**src/rtl/rgbw_pkt_pkg.sv**
```systemverilog
package rgbw_pkt_pkg;
  // raw slot for received colour value k: rotated by one position
  function automatic int unsigned lane_slot(int unsigned k, int unsigned lanes);
    return (k + 1) % lanes;
  endfunction
endpackage

```
**src/rtl/rgbw_idle_timer.sv**
```systemverilog
module rgbw_idle_timer #(
  parameter int TIMEOUT_CYC = 32000
) (
  input  logic clk,
  input  logic rst,
  input  logic byte_ok,
  output logic expire
);
  localparam int TW = $clog2(TIMEOUT_CYC + 1);
  localparam logic [TW-1:0] TMAX  = TW'(TIMEOUT_CYC);
  localparam logic [TW-1:0] TLAST = TW'(TIMEOUT_CYC - 1);

  logic [TW-1:0] idle_q;

  always_ff @(posedge clk) begin
    if (rst)                 idle_q <= TMAX;
    else if (byte_ok)        idle_q <= '0;
    else if (idle_q != TMAX) idle_q <= idle_q + 1'b1;
  end

  assign expire = !byte_ok && (idle_q == TLAST);
endmodule

```
**src/rtl/rgbw_framer.sv**
```systemverilog
module rgbw_framer #(
  parameter int          VAL_W     = 16,
  parameter int          LANES     = 4,
  parameter int          GROUPS    = 8,
  parameter int          CH_OFFSET = 8,
  parameter logic [7:0]  CMD_CODE  = 8'h23,
  localparam int BPV       = VAL_W / 8,
  localparam int PKT_BYTES = 2 + LANES * BPV,
  localparam int CW        = $clog2(PKT_BYTES),
  localparam int GW        = $clog2(GROUPS)
) (
  input  logic             clk,
  input  logic             rst,
  input  logic             byte_ok,
  input  logic [7:0]       byte_data,
  input  logic             expire,
  output logic [CW-1:0]    byte_cnt,
  output logic             pkt_go,
  output logic [GW-1:0]    pkt_grp,
  output logic [VAL_W-1:0] pkt_val [LANES]
);
  localparam logic [CW-1:0] LAST = CW'(PKT_BYTES - 1);

  logic [CW-1:0]    cnt_q;
  logic             cmd_ok_q, chan_ok_q, go_q;
  logic [GW-1:0]    grp_q;
  logic [VAL_W-1:0] val_q [LANES];
  logic             chan_in_range;
  logic [7:0]       chan_rel;

  assign chan_in_range = (int'(byte_data) >= CH_OFFSET) &&
                         (int'(byte_data) <  CH_OFFSET + GROUPS);
  assign chan_rel = byte_data - 8'(CH_OFFSET);

  always_ff @(posedge clk) begin
    if (rst) begin
      cnt_q     <= '0;
      cmd_ok_q  <= 1'b0;
      chan_ok_q <= 1'b0;
      grp_q     <= '0;
      go_q      <= 1'b0;
    end else begin
      go_q <= 1'b0;
      if (expire) begin
        cnt_q <= '0;
      end else if (byte_ok) begin
        cnt_q <= (cnt_q == LAST) ? '0 : cnt_q + 1'b1;
        if (cnt_q == '0) cmd_ok_q <= (byte_data == CMD_CODE);
        if (cnt_q == CW'(1)) begin
          chan_ok_q <= chan_in_range;
          grp_q     <= chan_rel[GW-1:0];
        end
        if (cnt_q == LAST) go_q <= cmd_ok_q && chan_ok_q;
      end
    end
  end

  // big-endian assembly: each lane shifts in its bytes high first
  for (genvar l = 0; l < LANES; l++) begin : g_lane
    localparam logic [CW-1:0] FIRST = CW'(2 + l * BPV);
    localparam logic [CW-1:0] FINAL = CW'(2 + l * BPV + BPV - 1);
    always_ff @(posedge clk) begin
      if (rst) val_q[l] <= '0;
      else if (byte_ok && !expire && cnt_q >= FIRST && cnt_q <= FINAL)
        val_q[l] <= {val_q[l][VAL_W-9:0], byte_data};
    end
    assign pkt_val[l] = val_q[l];
  end

  assign byte_cnt = cnt_q;
  assign pkt_go   = go_q;
  assign pkt_grp  = grp_q;
endmodule

```
**src/rtl/rgbw_wr_drain.sv**
```systemverilog
module rgbw_wr_drain
  import rgbw_pkt_pkg::*;
#(
  parameter int VAL_W  = 16,
  parameter int LANES  = 4,
  parameter int GROUPS = 8,
  localparam int GW = $clog2(GROUPS),
  localparam int LW = $clog2(LANES),
  localparam int IW = GW + LW
) (
  input  logic             clk,
  input  logic             rst,
  input  logic             go,
  input  logic [GW-1:0]    grp,
  input  logic [VAL_W-1:0] vals [LANES],
  output logic             wr_en,
  output logic [IW-1:0]    wr_idx,
  output logic [VAL_W-1:0] wr_val
);
  logic [VAL_W-1:0] buf_q [LANES];
  logic [GW-1:0]    grp_q;
  logic [LW-1:0]    k_q;
  logic             busy_q;

  function automatic logic [LW-1:0] slot_of(logic [LW-1:0] k);
    return LW'(lane_slot(int'(k), LANES));
  endfunction

  always_ff @(posedge clk) begin
    if (rst) begin
      wr_en  <= 1'b0;
      wr_idx <= '0;
      wr_val <= '0;
      grp_q  <= '0;
      k_q    <= '0;
      busy_q <= 1'b0;
    end else if (go) begin
      wr_en  <= 1'b1;
      wr_idx <= {grp, slot_of('0)};
      wr_val <= vals[0];
      grp_q  <= grp;
      k_q    <= LW'(1);
      busy_q <= (LANES > 1);
    end else if (busy_q) begin
      wr_en  <= 1'b1;
      wr_idx <= {grp_q, slot_of(k_q)};
      wr_val <= buf_q[k_q];
      k_q    <= k_q + 1'b1;
      busy_q <= (k_q != LW'(LANES - 1));
    end else begin
      wr_en <= 1'b0;
    end
  end

  always_ff @(posedge clk) begin
    if (go) buf_q <= vals;
  end
endmodule

```
**src/rtl/rgbw_pkt_rx.sv**
```systemverilog
module rgbw_pkt_rx #(
  parameter int         VAL_W       = 16,
  parameter int         LANES       = 4,
  parameter int         GROUPS      = 8,
  parameter int         CH_OFFSET   = 8,
  parameter logic [7:0] CMD_CODE    = 8'h23,
  parameter int         TIMEOUT_CYC = 32000,
  localparam int BPV       = VAL_W / 8,
  localparam int PKT_BYTES = 2 + LANES * BPV,
  localparam int CW        = $clog2(PKT_BYTES),
  localparam int GW        = $clog2(GROUPS),
  localparam int LW        = $clog2(LANES),
  localparam int IW        = GW + LW
) (
  input  logic             clk,
  input  logic             rst,
  input  logic             rx_valid,
  input  logic [7:0]       rx_data,
  input  logic             rx_overrun,
  output logic             wr_en,
  output logic [IW-1:0]    wr_idx,
  output logic [VAL_W-1:0] wr_val
);
  logic             byte_ok, expire, pkt_go;
  logic [CW-1:0]    byte_cnt;
  logic [GW-1:0]    pkt_grp;
  logic [VAL_W-1:0] pkt_val [LANES];

  assign byte_ok = rx_valid && !rx_overrun;

  rgbw_idle_timer #(.TIMEOUT_CYC(TIMEOUT_CYC)) u_tmr (
    .clk(clk), .rst(rst), .byte_ok(byte_ok), .expire(expire)
  );

  rgbw_framer #(
    .VAL_W(VAL_W), .LANES(LANES), .GROUPS(GROUPS),
    .CH_OFFSET(CH_OFFSET), .CMD_CODE(CMD_CODE)
  ) u_frm (
    .clk(clk), .rst(rst), .byte_ok(byte_ok), .byte_data(rx_data),
    .expire(expire), .byte_cnt(byte_cnt), .pkt_go(pkt_go),
    .pkt_grp(pkt_grp), .pkt_val(pkt_val)
  );

  rgbw_wr_drain #(.VAL_W(VAL_W), .LANES(LANES), .GROUPS(GROUPS)) u_drn (
    .clk(clk), .rst(rst), .go(pkt_go), .grp(pkt_grp), .vals(pkt_val),
    .wr_en(wr_en), .wr_idx(wr_idx), .wr_val(wr_val)
  );
endmodule

```
**config.mk**
```make
export PLATFORM = sky130hd
export DESIGN_NAME = rgbw_pkt_rx
export DESIGN_NICKNAME = d
export VERILOG_FILES = /design/src/rtl/rgbw_pkt_pkg.sv /design/src/rtl/rgbw_idle_timer.sv /design/src/rtl/rgbw_framer.sv /design/src/rtl/rgbw_wr_drain.sv /design/src/rtl/rgbw_pkt_rx.sv
export SDC_FILE = /design/constraint.sdc
export NUM_CORES = 1
export LEC_CHECK = 0
export BUFFER_PORTS_ARGS = -buffer_cell sky130_fd_sc_hd__buf_4
export CAP_MARGIN = 10
export CORE_MARGIN = 2
export CORE_UTILIZATION = 55
export DETAILED_ROUTE_END_ITERATION = 8
export PLACE_DENSITY = 0.75
export SETUP_SLACK_MARGIN = 0.4
export SYNTH_ARGS = -nofsm -noshare
export SYNTH_HDL_FRONTEND = slang
export SYNTH_SLANG_ARGS = --single-unit
```
**constraint.sdc**
```tcl
create_clock -name clk -period 2.9 [get_ports clk]
set_input_delay 0.725 -clock clk [delete_from_list [all_inputs] [get_ports clk]]
set_output_delay 0.725 -clock clk [all_outputs]
set_load 0.1 [all_outputs]
```
==> summary.md, run 1 <==
| Metric | Value |
|---|---|
| Start point of the worst hold path | u_frm.val_q[3][12]$_SDFFCE_PN0P_ |
| Number of nets at the end of the flow | 552 |
| Arrival @ worst endpoint | 2.33 ns |
| Starting utilization of the core area | 56.04% |
| Total Neg Setup Slack | 0 ns |
| Run status | completed |
| Leading post-synthesis cells by cell area | sky130_fd_sc_hd__edfxtp_1 55%, sky130_fd_sc_hd__dfxtp_1 15%, sky130_fd_sc_hd__and2_1 5.4%, sky130_fd_sc_hd__mux4_2 5.1%, sky130_fd_sc_hd__a221oi_1 2.0% |
| Mapped Avg Cell Area | 14.20 µm² |
| Final critical-path required period | 2.038 ns |
| Number of nets with antenna violations after detailed routing | 0 |
| Share of Yosys cell area claimed by the top area cell type | 54.57% |
| Maximum capacitance violations | 0 |
| Clk slew on worst S/H paths | 0.06 ns |
| Number of hold violations in the final report | 0 |
| Dominant register cell in the synthesized netlist | sky130_fd_sc_hd__edfxtp_1 |
| PD cells | 626.0 nW/µm² |
| Number of iterations in the first detailed-routing pass | 4 |
| Port-buffer cells | 33 |
| Max Clk Rate | 490.7 MHz |
| Syn Nets | 511 |
| Final-layout fill cell count | 916 |
| Crit share post-route | 70.27% |
| Number of buffers added by the clock tree synthesis step | 17 |
| Synth-to-layout area growth | 14.46% |
| Site Rows | 41 |
| Worst slew slack as a fraction of its limit | 46.87% |
| Synthesized cell area | 7043 µm² |
| First-pass GRT wire length | 20.07 mm |
| Leading cell types in the layout, fill and taps excluded | 128 x sky130_fd_sc_hd__edfxtp_1, 61 x sky130_fd_sc_hd__and2_1, 51 x sky130_fd_sc_hd__dfxtp_1 |
| Die width | 117.2 µm |
| Number of warning messages in the yosys log | 0 |
| Slew at the pin closest to its max-slew limit | 0.7927 ns |
| Via count | 3926 |
| Total wirelength of the detailed-routed design | 12.21 mm |
| Worst Reg2Reg Path Length in Cells | 3 |
| Detailed router's first-iteration violation count | 291 |
| Leakage Power | 2.878 nW |
| Netlist cell types | 44 |
| Buffer cell driving the clock tree root | sky130_fd_sc_hd__clkbuf_16 |
| Register-to-register path setup slack | 1.15 ns |
| Overall Global Routing Usage | 19.63% |
| Max stage delay cell, worst path | sky130_fd_sc_hd__nor3_2 |
| Buffers inserted by post-CTS timing repair | 0 |
| Instance count along the most critical hold path | 0 |
| CTS sink count | 180 |
| Sequential cell area in the final layout | 4888 µm² |
| Final setup skew | 0.005259 ns |
| End of the worst register-to-register path | u_frm.val_q[2][9]$_SDFFCE_PN0P_ |
| Cell-by-cell trace of the critical path | buf_4 > and2b_2 > nand2_1 > nor3_2 > and2_1 |
| Async set or reset register ratio after synthesis | 0% |
| Post-route total power | 0.005047 W |
| Sort of element at the start of the critical path | input pin |
| Standard cell core area | 12570 µm² |
| TritonCTS clock tree | built |
| Required time worst endpoint | 3.19 ns |
| Setup-violating endpoint count in the final report | 0 |
| Cell Count Post-Placement | 690 |
| Initial antenna violation count | 0 |
| Final Util | 64.14% |
| PostCTS Resize Cnt | 0 |
| Flip-flop and latch count after synthesis | 180 |
| Gate count after technology mapping | 496 |
| Worst setup timing slack at the placement stage | 0.4288 ns |
| Pins Over Slew Limit | 0 |
| Routability-driven placement congestion ratio | 0.8098 |
| Die Y-Extent | 117.2 µm |
| Insertion delay of the later-clocked pin in the worst-skew pair | 0.43 ns |
| Overall die area | 13730 µm² |
| Maximum vdd drop | 0.4556 mV |
| Endpoint type of the worst setup path | register |
| Crit path max fanout | 15 |
| Unrepaired setup endpoints after global routing | false |
| Portion of the post-synthesis area used by sequential elements | 69.36% |
| Area of the multi-input gates | 1951 µm² |
| Most frequent standard cell in the layout excluding fill and tap cells | sky130_fd_sc_hd__edfxtp_1 |
| Top cell type by total area after synthesis | sky130_fd_sc_hd__edfxtp_1 |
| Critical Path Max Stage Delay | 0.69 ns |
| # hold bufs at CTS | 0 |
| Via count of the first global-routing pass | 3920 |
| Pin count of the biggest net entering global routing | 57 |
| Number of flops mapped to enable cells by yosys | 128 |
| N_diodes | 0 |
| Congestion Overflow GR | 0 |
| Number of buffers on the longest clock path | 2 |
| Reg2Reg Launch Point | u_frm.byte_cnt[1]$_SDFFE_PP0N_ |
| CP Class | input pin to register |
| Worst path setup slack after routing | 0.8621 ns |
| Post-DR wirelength/cell | 16.91 µm |
| Hold Path End | u_drn.buf_q[12]$_DFFE_PP_ |
| Fraction of final layout cells sized beyond drive strength 1 | 19.45% |
| Via density | 5.438 |
| Estimated wirelength of the detail-placed design | 7.870 mm |
| Boundary pin count | 34 |
| Clock H-tree levels | 4 |
| Post-layout instance count excluding filler cells | 722 |
| Kind of path behind the tightest hold check | register to register |
| Final routed DRC violation total | 0 |
==> layout make-up <==
| class | instances | area share, % |
|---|---|---|
| clock inverter | 12 | 0.9312 |
| tap | 172 | 2.670 |
| sequential | 180 | 60.64 |
| inverter | 22 | 1.024 |
| multi-input combinational | 269 | 24.20 |
| timing repair buffer | 47 | 4.687 |
| clock buffer | 20 | 5.851 |
==> per-stage QoR <==
stage                     hold slack (ns)  area [µm²]
after floorplan                    0.4003        7049
after global placement             0.4021        7515
after detailed placement           0.4045        7515
after CTS                          0.4201        8061
after global routing               0.4281        8061
final                              0.4187        8061
==> cells by family after synthesis <==
kind of cell	count (synthesis)	share of synthesized area (%)
and+or+nand+nor	170	13.70
DFF	180	69.36
adders and majority gates	3	0.5330
muxes	28	6.822
buffers and inverters	47	3.020
xor gates and xnor gates	15	1.865
AOI/OAI and AO/OA	53	4.708
==> critical path: cells and delay by family <==
kind                   cells  cell delay (ns)
AND/OR/NAND/NOR            4             1.49
buffers and inverters      1             0.11
==> synth_stat cells, drive strengths merged (2+ instances only) <==
cell type	instances
xor2	6
inv	22
nand4b	3
nand2b	3
mux2i	12
nor4bb	2
xnor2	9
nor4	6
ha	3
nand2	26
nand3b	2
nor3	10
buf	15
and2	61
a21oi	25
or3	2
nand4	4
nor2	35
edfxtp	128
mux4	16
dfxtp	52
nor2b	3
o21ai	10
clkbuf	10
and2b	2
nand3	6
a221oi	16
==> sequential cells by signal, summed over array words and instances, names as in the netlist <==
| register | cells |
|---|---|
| u_frm.byte_cnt | 4 |
| u_tmr.idle_q | 15 |
| u_drn.buf_q | 64 |
| u_drn.busy_q | 1 |
| u_drn.wr_val | 16 |
| u_frm.val_q | 64 |
| u_drn.wr_en | 1 |
| u_frm.cmd_ok_q | 1 |
| u_drn.k_q | 1 |
| u_frm.chan_ok_q | 1 |
| u_drn.grp_q | 3 |
| u_frm.pkt_grp | 3 |
| u_drn.wr_idx | 5 |
| u_frm.pkt_go | 1 |
==> metal layers <==
| metal | vias to the layer above | track usage (%) | wire (µm) |
|---|---|---|---|
| met1 | 1940 | 27.67 | 5459 |
| met4 | 0 | 6.667 | 138 |
| met3 | 14 | 4.377 | 528 |
| met5 | - | 0 | 0 |
| li1 | 1881 | - | - |
| met2 | 91 | 30.69 | 6081 |
==> where the power goes <==
part           leakage (nW)  internal [W]  switching [W]
registers              1.66       0.00279      0.0000344
clock network         0.280       0.00117       0.000928
logic                 0.935     0.0000477      0.0000761
==> worst max-delay path by stage <==
stage                from                               end  slack (ns)  cells after the start
6_report       rx_overrun   u_frm.val_q[2][9]$_SDFFCE_PN0P_        0.86                      5
3_5_place_dp   rx_overrun  u_frm.val_q[2][15]$_SDFFCE_PN0P_        0.43                      5
2_1_floorplan  rx_overrun   u_frm.val_q[0][0]$_SDFFCE_PN0P_        0.55                      3
4_1_cts        rx_overrun  u_frm.val_q[2][15]$_SDFFCE_PN0P_        0.88                      5
5_1_grt        rx_overrun   u_frm.val_q[2][7]$_SDFFCE_PN0P_        0.69                      5
3_3_place_gp   rx_overrun  u_frm.val_q[2][11]$_SDFFCE_PN0P_        0.53                      5
Power figures use the tool's default switching activity.
==> run 2, diff against run 1 <==
PLACE_DENSITY = 0.73   (was 0.75)
clock period = 1.9 ns   (was 2.9 ns; I/O delays follow)
==> summary.md, run 2 (same netlist as run 1, synthesis figures left out) <==
| Metric | Value |
|---|---|
| Total stage count of the critical path | 1 |
| Cell family contributing the most delay on the critical path | flip-flops |
| Number of buffers on the longest clock path | 2 |
| Slew at the pin closest to its max-slew limit | 0.3112 ns |
| PD cells | 935.5 nW/µm² |
| Total wirelength of the detailed-routed design | 13.20 mm |
| Congestion Overflow GR | 0 |
| Met2 track demand over resource in global routing | 34.52% |
| Port-buffer cells | 33 |
| First-pass GRT wire length | 21.16 mm |
| Pin count of the biggest net entering global routing | 61 |
| Max stage delay cell, worst path | sky130_fd_sc_hd__dfxtp_2 |
| Crit path max fanout | 2 |
| Post-DR wirelength/cell | 18.18 µm |
| Leakage Power | 3.032 nW |
| Leading cell types in the layout, fill and taps excluded | 128 x sky130_fd_sc_hd__edfxtp_1, 61 x sky130_fd_sc_hd__and2_1, 32 x sky130_fd_sc_hd__nor2_1 |
| Number of iterations in the first detailed-routing pass | 5 |
| Site Rows | 41 |
| Fraction of final layout cells sized beyond drive strength 1 | 28.52% |
| Maximum capacitance violations | 0 |
| GRT busiest layer | met2 |
| Most frequent standard cell in the layout excluding fill and tap cells | sky130_fd_sc_hd__edfxtp_1 |
| Instance count along the most critical hold path | 3 |
| Overall die area | 13730 µm² |
| Via density | 5.534 |
| Synth-to-layout area growth | 22.47% |
| Pins Over Slew Limit | 0 |
| Sort of element at the start of the critical path | register |
| TritonCTS clock tree | built |
| Endpoint type of the worst setup path | output pin |
| Final-layout fill cell count | 806 |
| Die width | 117.2 µm |
| Routability-driven placement congestion ratio | 0.8047 |
| Register-to-register path setup slack | 0.47 ns |
| Standard cell core area | 12570 µm² |
| Count of buffer and inverter cells on the critical path | 1 |
| Boundary pin count | 34 |
| Required time worst endpoint | 1.42 ns |
| Via count of the first global-routing pass | 3954 |
| Unrepaired setup endpoints after global routing | true |
| Starting utilization of the core area | 56.04% |
| Buffer cell driving the clock tree root | sky130_fd_sc_hd__clkbuf_16 |
| Clock H-tree levels | 4 |
| Final setup skew | 0.008724 ns |
| Estimated wirelength of the detail-placed design | 8.185 mm |
| Final routed DRC violation total | 0 |
| Run status | completed |
| Cell-by-cell trace of the critical path | buf_12 |
| Crit share post-route | 76.25% |
| Die Y-Extent | 117.2 µm |
| Arrival @ worst endpoint | 0.97 ns |
| Global-route met3 utilization | 6.849% |
| CP Class | register to output pin |
| Detailed router's first-iteration violation count | 384 |
| Buffers inserted by post-CTS timing repair | 0 |
| Kind of path behind the tightest hold check | input pin to register |
| N_diodes | 0 |
| Final critical-path required period | 1.449 ns |
| Max Clk Rate | 690.2 MHz |
| Post-route total power | 0.008069 W |
| Number of buffers added by the clock tree synthesis step | 17 |
| Number of nets with antenna violations after detailed routing | 0 |
| Maximum vdd drop | 0.6560 mV |
| Total Neg Setup Slack | 0 ns |
| Worst slew slack as a fraction of its limit | 78.97% |
| Clk slew on worst S/H paths | 0.07 ns |
| Number of hold violations in the final report | 0 |
| Critical Path Max Stage Delay | 0.37 ns |
| Initial antenna violation count | 0 |
| Setup-violating endpoint count in the final report | 0 |
| CTS sink count | 180 |
| Registers with the most flip-flops | u_drn.buf_q x64, u_frm.val_q x64, u_drn.wr_val x16 |
| Overall Global Routing Usage | 21.23% |
| Worst Reg2Reg Path Length in Cells | 3 |
| Via count | 4018 |
| Number of nets at the end of the flow | 556 |
| Insertion delay of the later-clocked pin in the worst-skew pair | 0.43 ns |
| GRT met1 Usage | 27.58% |
| # hold bufs at CTS | 0 |
## run 2: layer usage
metal	wire length, µm	part of all wire [%]	up-vias
met5	0	0	-
li1	-	-	1895
met2	6783	51	90
met1	5731	43	2023
met4	148	1.1	0
met3	534	4.0	10
## run 2: area by class of cell
| class | count | area (µm²) | share of cell area, % |
|---|---|---|---|
| sequential | 180 | 4923 | 57.08 |
| multi-input combinational | 270 | 2091 | 24.24 |
| timing repair buffer | 50 | 704.4 | 8.167 |
| clock buffer | 20 | 456.7 | 5.294 |
| tap | 172 | 215.2 | 2.495 |
| clock inverter | 12 | 152.6 | 1.770 |
| inverter | 22 | 82.58 | 0.9574 |
## run 2: per-stage QoR
stage	instance area (µm²)	setup WS [ns]	hold WS, ns	utilization, %	std cells
after global routing	8626	0.3939	0.3454	68.63	726
after floorplan	7176	0.09645	0.4003	-	496
after detailed placement	7656	0.01824	0.4054	60.92	693
final	8626	0.4512	0.3384	68.63	726
after global placement	7656	0.06425	0.4052	60.92	693
after CTS	8572	0.4003	0.3168	68.20	726
## run 2: final timing paths
kind                                                    endpoint                        startpoint
worst min-delay path               u_frm.pkt_grp[1]$_SDFFE_PP0P_                        rx_data[1]
worst min register to register         u_drn.buf_q[29]$_DFFE_PP_  u_frm.val_q[2][13]$_SDFFCE_PN0P_
worst max register to register  u_frm.val_q[3][10]$_SDFFCE_PN0P_    u_frm.byte_cnt[3]$_SDFFE_PP0N_
worst max-delay path                                  wr_val[15]     u_drn.wr_val[15]$_SDFFE_PP0P_
## run 2: what timing repair did
action,CTS,global route
endpoints found under the setup margin,62,67
cloned,1,0
pin swaps,1,4
gates resized for setup,82,19
hold endpoints to repair,0,0
## run 2: where the power goes
group	internal, W	switching (W)	total [W]	leakage, nW
logic	0.0000807	0.000120	0.000201	1.05
clock network	0.00214	0.00142	0.00356	0.302
registers	0.00425	0.0000545	0.00431	1.68
total	0.00647	0.00160	0.00807	3.03
==> run 3, diff against run 2 <==
PLACE_DENSITY = 0.75   (was 0.73)
clock period = 1.3 ns   (was 1.9 ns; I/O delays follow)
==> summary.md, run 3 (same netlist as run 1, synthesis figures left out) <==
| Metric | Value |
|---|---|
| Run status | complete, but fails checks |
| Violations in the final reports | setup timing |
| Overall Global Routing Usage | 24.29% |
| Sort of element at the start of the critical path | register |
| Worst Reg2Reg Path Length in Cells | 7 |
| CTS sink count | 180 |
| Worst setup timing slack at the placement stage | -0.4649 ns |
| Crit path max fanout | 7 |
| Buffer cell driving the clock tree root | sky130_fd_sc_hd__clkbuf_16 |
| Endpoint type of the worst setup path | register |
| Pin count of the biggest net entering global routing | 33 |
| Number of buffers added by the clock tree synthesis step | 17 |
| Port-buffer cells | 33 |
| Standard cell core area | 12570 µm² |
| Kind of path behind the tightest hold check | input pin to register |
| # hold bufs at CTS | 0 |
| Pins Over Slew Limit | 0 |
| Required time worst endpoint | 1.61 ns |
| Post-DR wirelength/cell | 23.65 µm |
| Maximum capacitance violations | 0 |
| TritonCTS clock tree | built |
| Maximum vdd drop | 0.9372 mV |
| Area of the multi-input gates | 2636 µm² |
| Hold Path End | u_frm.chan_ok_q$_SDFFE_PP0P_ |
| Final critical-path required period | 1.473 ns |
| Start point of the worst hold path | rst |
| Final routed DRC violation total | 0 |
| Via count | 4792 |
| Starting utilization of the core area | 56.04% |
| Fraction of final layout cells sized beyond drive strength 1 | 55.03% |
| Estimated wirelength of the detail-placed design | 8.658 mm |
| Max Clk Rate | 678.9 MHz |
| Registers with the most flip-flops | u_drn.buf_q x64, u_frm.val_q x64, u_drn.wr_val x16 |
| Number of iterations in the first detailed-routing pass | 5 |
| Clk slew on worst S/H paths | 0.07 ns |
| Die width | 117.2 µm |
| Unrepaired setup endpoints after global routing | true |
| Slew at the pin closest to its max-slew limit | 0.4693 ns |
| Final-layout fill cell count | 559 |
| Max stage delay cell, worst path | sky130_fd_sc_hd__dfxtp_2 |
| Number of buffers on the longest clock path | 2 |
| Via density | 5.787 |
| Total wirelength of the detailed-routed design | 19.58 mm |
| Congestion Overflow GR | 0 |
| Clock H-tree levels | 4 |
| Routability-driven placement congestion ratio | 0.7682 |
| Worst path setup slack after routing | -0.1730 ns |
| Count of buffer and inverter cells on the critical path | 4 |
| Critical Path Max Stage Delay | 0.33 ns |
| Number of hold violations in the final report | 0 |
| Leakage Power | 3.856 nW |
| Most frequent standard cell in the layout excluding fill and tap cells | sky130_fd_sc_hd__edfxtp_1 |
| End of the worst register-to-register path | u_frm.val_q[1][7]$_SDFFCE_PN0P_ |
| Initial antenna violation count | 0 |
| Site Rows | 41 |
| Final setup skew | 0.01635 ns |
| First-pass GRT wire length | 23.96 mm |
| Number of nets at the end of the flow | 658 |
| Insertion delay of the later-clocked pin in the worst-skew pair | 0.44 ns |
| Synth-to-layout area growth | 49.28% |
| Setup-violating endpoint count in the final report | 159 |
| Die Y-Extent | 117.2 µm |
| Overall die area | 13730 µm² |
| Arrival @ worst endpoint | 1.78 ns |
| Sequential cell area in the final layout | 5014 µm² |
| Instance count along the most critical hold path | 2 |
| Crit share post-route | 113.3% |
| Register-to-register path setup slack | -0.17 ns |
| Fin Hold WS | 0.2120 ns |
| Cell-by-cell trace of the critical path | buf_4 > buf_8 > buf_6 > nand3_4 > nor2_4 > clkbuf_16 > and2_4 |
| PD cells | 1163 nW/µm² |
| Cell family contributing the most delay on the critical path | buffers and inverters |
| N_diodes | 0 |
| Detailed router's first-iteration violation count | 480 |
| Leading cell types in the layout, fill and taps excluded | 128 x sky130_fd_sc_hd__edfxtp_1, 67 x sky130_fd_sc_hd__buf_4, 40 x sky130_fd_sc_hd__and2_1 |
| Boundary pin count | 34 |
| Via count of the first global-routing pass | 4448 |
| Reg2Reg Launch Point | u_frm.byte_cnt[2]$_SDFFE_PP0N_ |
| CP Class | register to register |
| Worst slew slack as a fraction of its limit | 68.72% |
| Number of nets with antenna violations after detailed routing | 0 |
==> run 3: cell type report <==
type | count | share of cell area [%]
sequential | 180 | 47.69
multi-input combinational | 271 | 25.07
timing repair buffer | 151 | 18.54
clock buffer | 20 | 4.153
tap | 172 | 2.047
clock inverter | 12 | 1.690
inverter | 22 | 0.8092
==> run 3: how the worst max path moves through the flow <==
stage | start | to | slack (ns) | cells after the start
finish | u_frm.byte_cnt[2]$_SDFFE_PP0N_ | u_frm.val_q[1][7]$_SDFFCE_PN0P_ | -0.17 | 7
global route | u_frm.byte_cnt[2]$_SDFFE_PP0N_ | u_frm.val_q[1][7]$_SDFFCE_PN0P_ | -0.21 | 7
CTS | u_frm.byte_cnt[2]$_SDFFE_PP0N_ | u_frm.chan_ok_q$_SDFFE_PP0P_ | -0.13 | 4
detailed placement | rx_overrun | u_frm.val_q[1][14]$_SDFFCE_PN0P_ | -0.46 | 5
global placement | rx_overrun | u_frm.val_q[1][9]$_SDFFCE_PN0P_ | -0.41 | 5
floorplan | rx_overrun | u_frm.val_q[0][0]$_SDFFCE_PN0P_ | -0.35 | 3
==> run 3: timing repair <==
action	in CTS	in global routing
buffers inserted	31	37
cloned	4	11
pin swaps	45	45
gates resized for setup	121	115
setup endpoints to repair	257	266
==> run 3: power breakdown <==
part | internal, W | total [W] | switching [W]
registers | 0.00616 | 0.00624 | 0.0000886
logic | 0.000261 | 0.000552 | 0.000291
clock network | 0.00322 | 0.00543 | 0.00221
total | 0.00964 | 0.0122 | 0.00259
==> run 3: stage by stage <==
stage | std cells | TNS, ns | power [W] | instance area (µm²) | util [%]
final | 828 | -11.56 | 0.01223 | 10510 | 83.65
after global routing | 828 | -19.08 | 0.01251 | 10510 | 83.65
after CTS | 780 | -7.818 | 0.01203 | 9532 | 75.84
after detailed placement | 713 | -40.51 | 0.006723 | 8090 | 64.37
after global placement | 713 | -37.03 | 0.006708 | 8090 | 64.37
after floorplan | 496 | -23.04 | 0.006534 | 7455 | -
==> run 3: layer usage <==
layer / part of all wire (%) / GRT usage (%) / vias up
met1: 38 / 30.05 / 2431
li1: - / - / 2112
met2: 54 / 42.07 / 209
met3: 5.3 / 6.128 / 40
met4: 2.7 / 7.922 / 0
met5: 0 / 0 / -
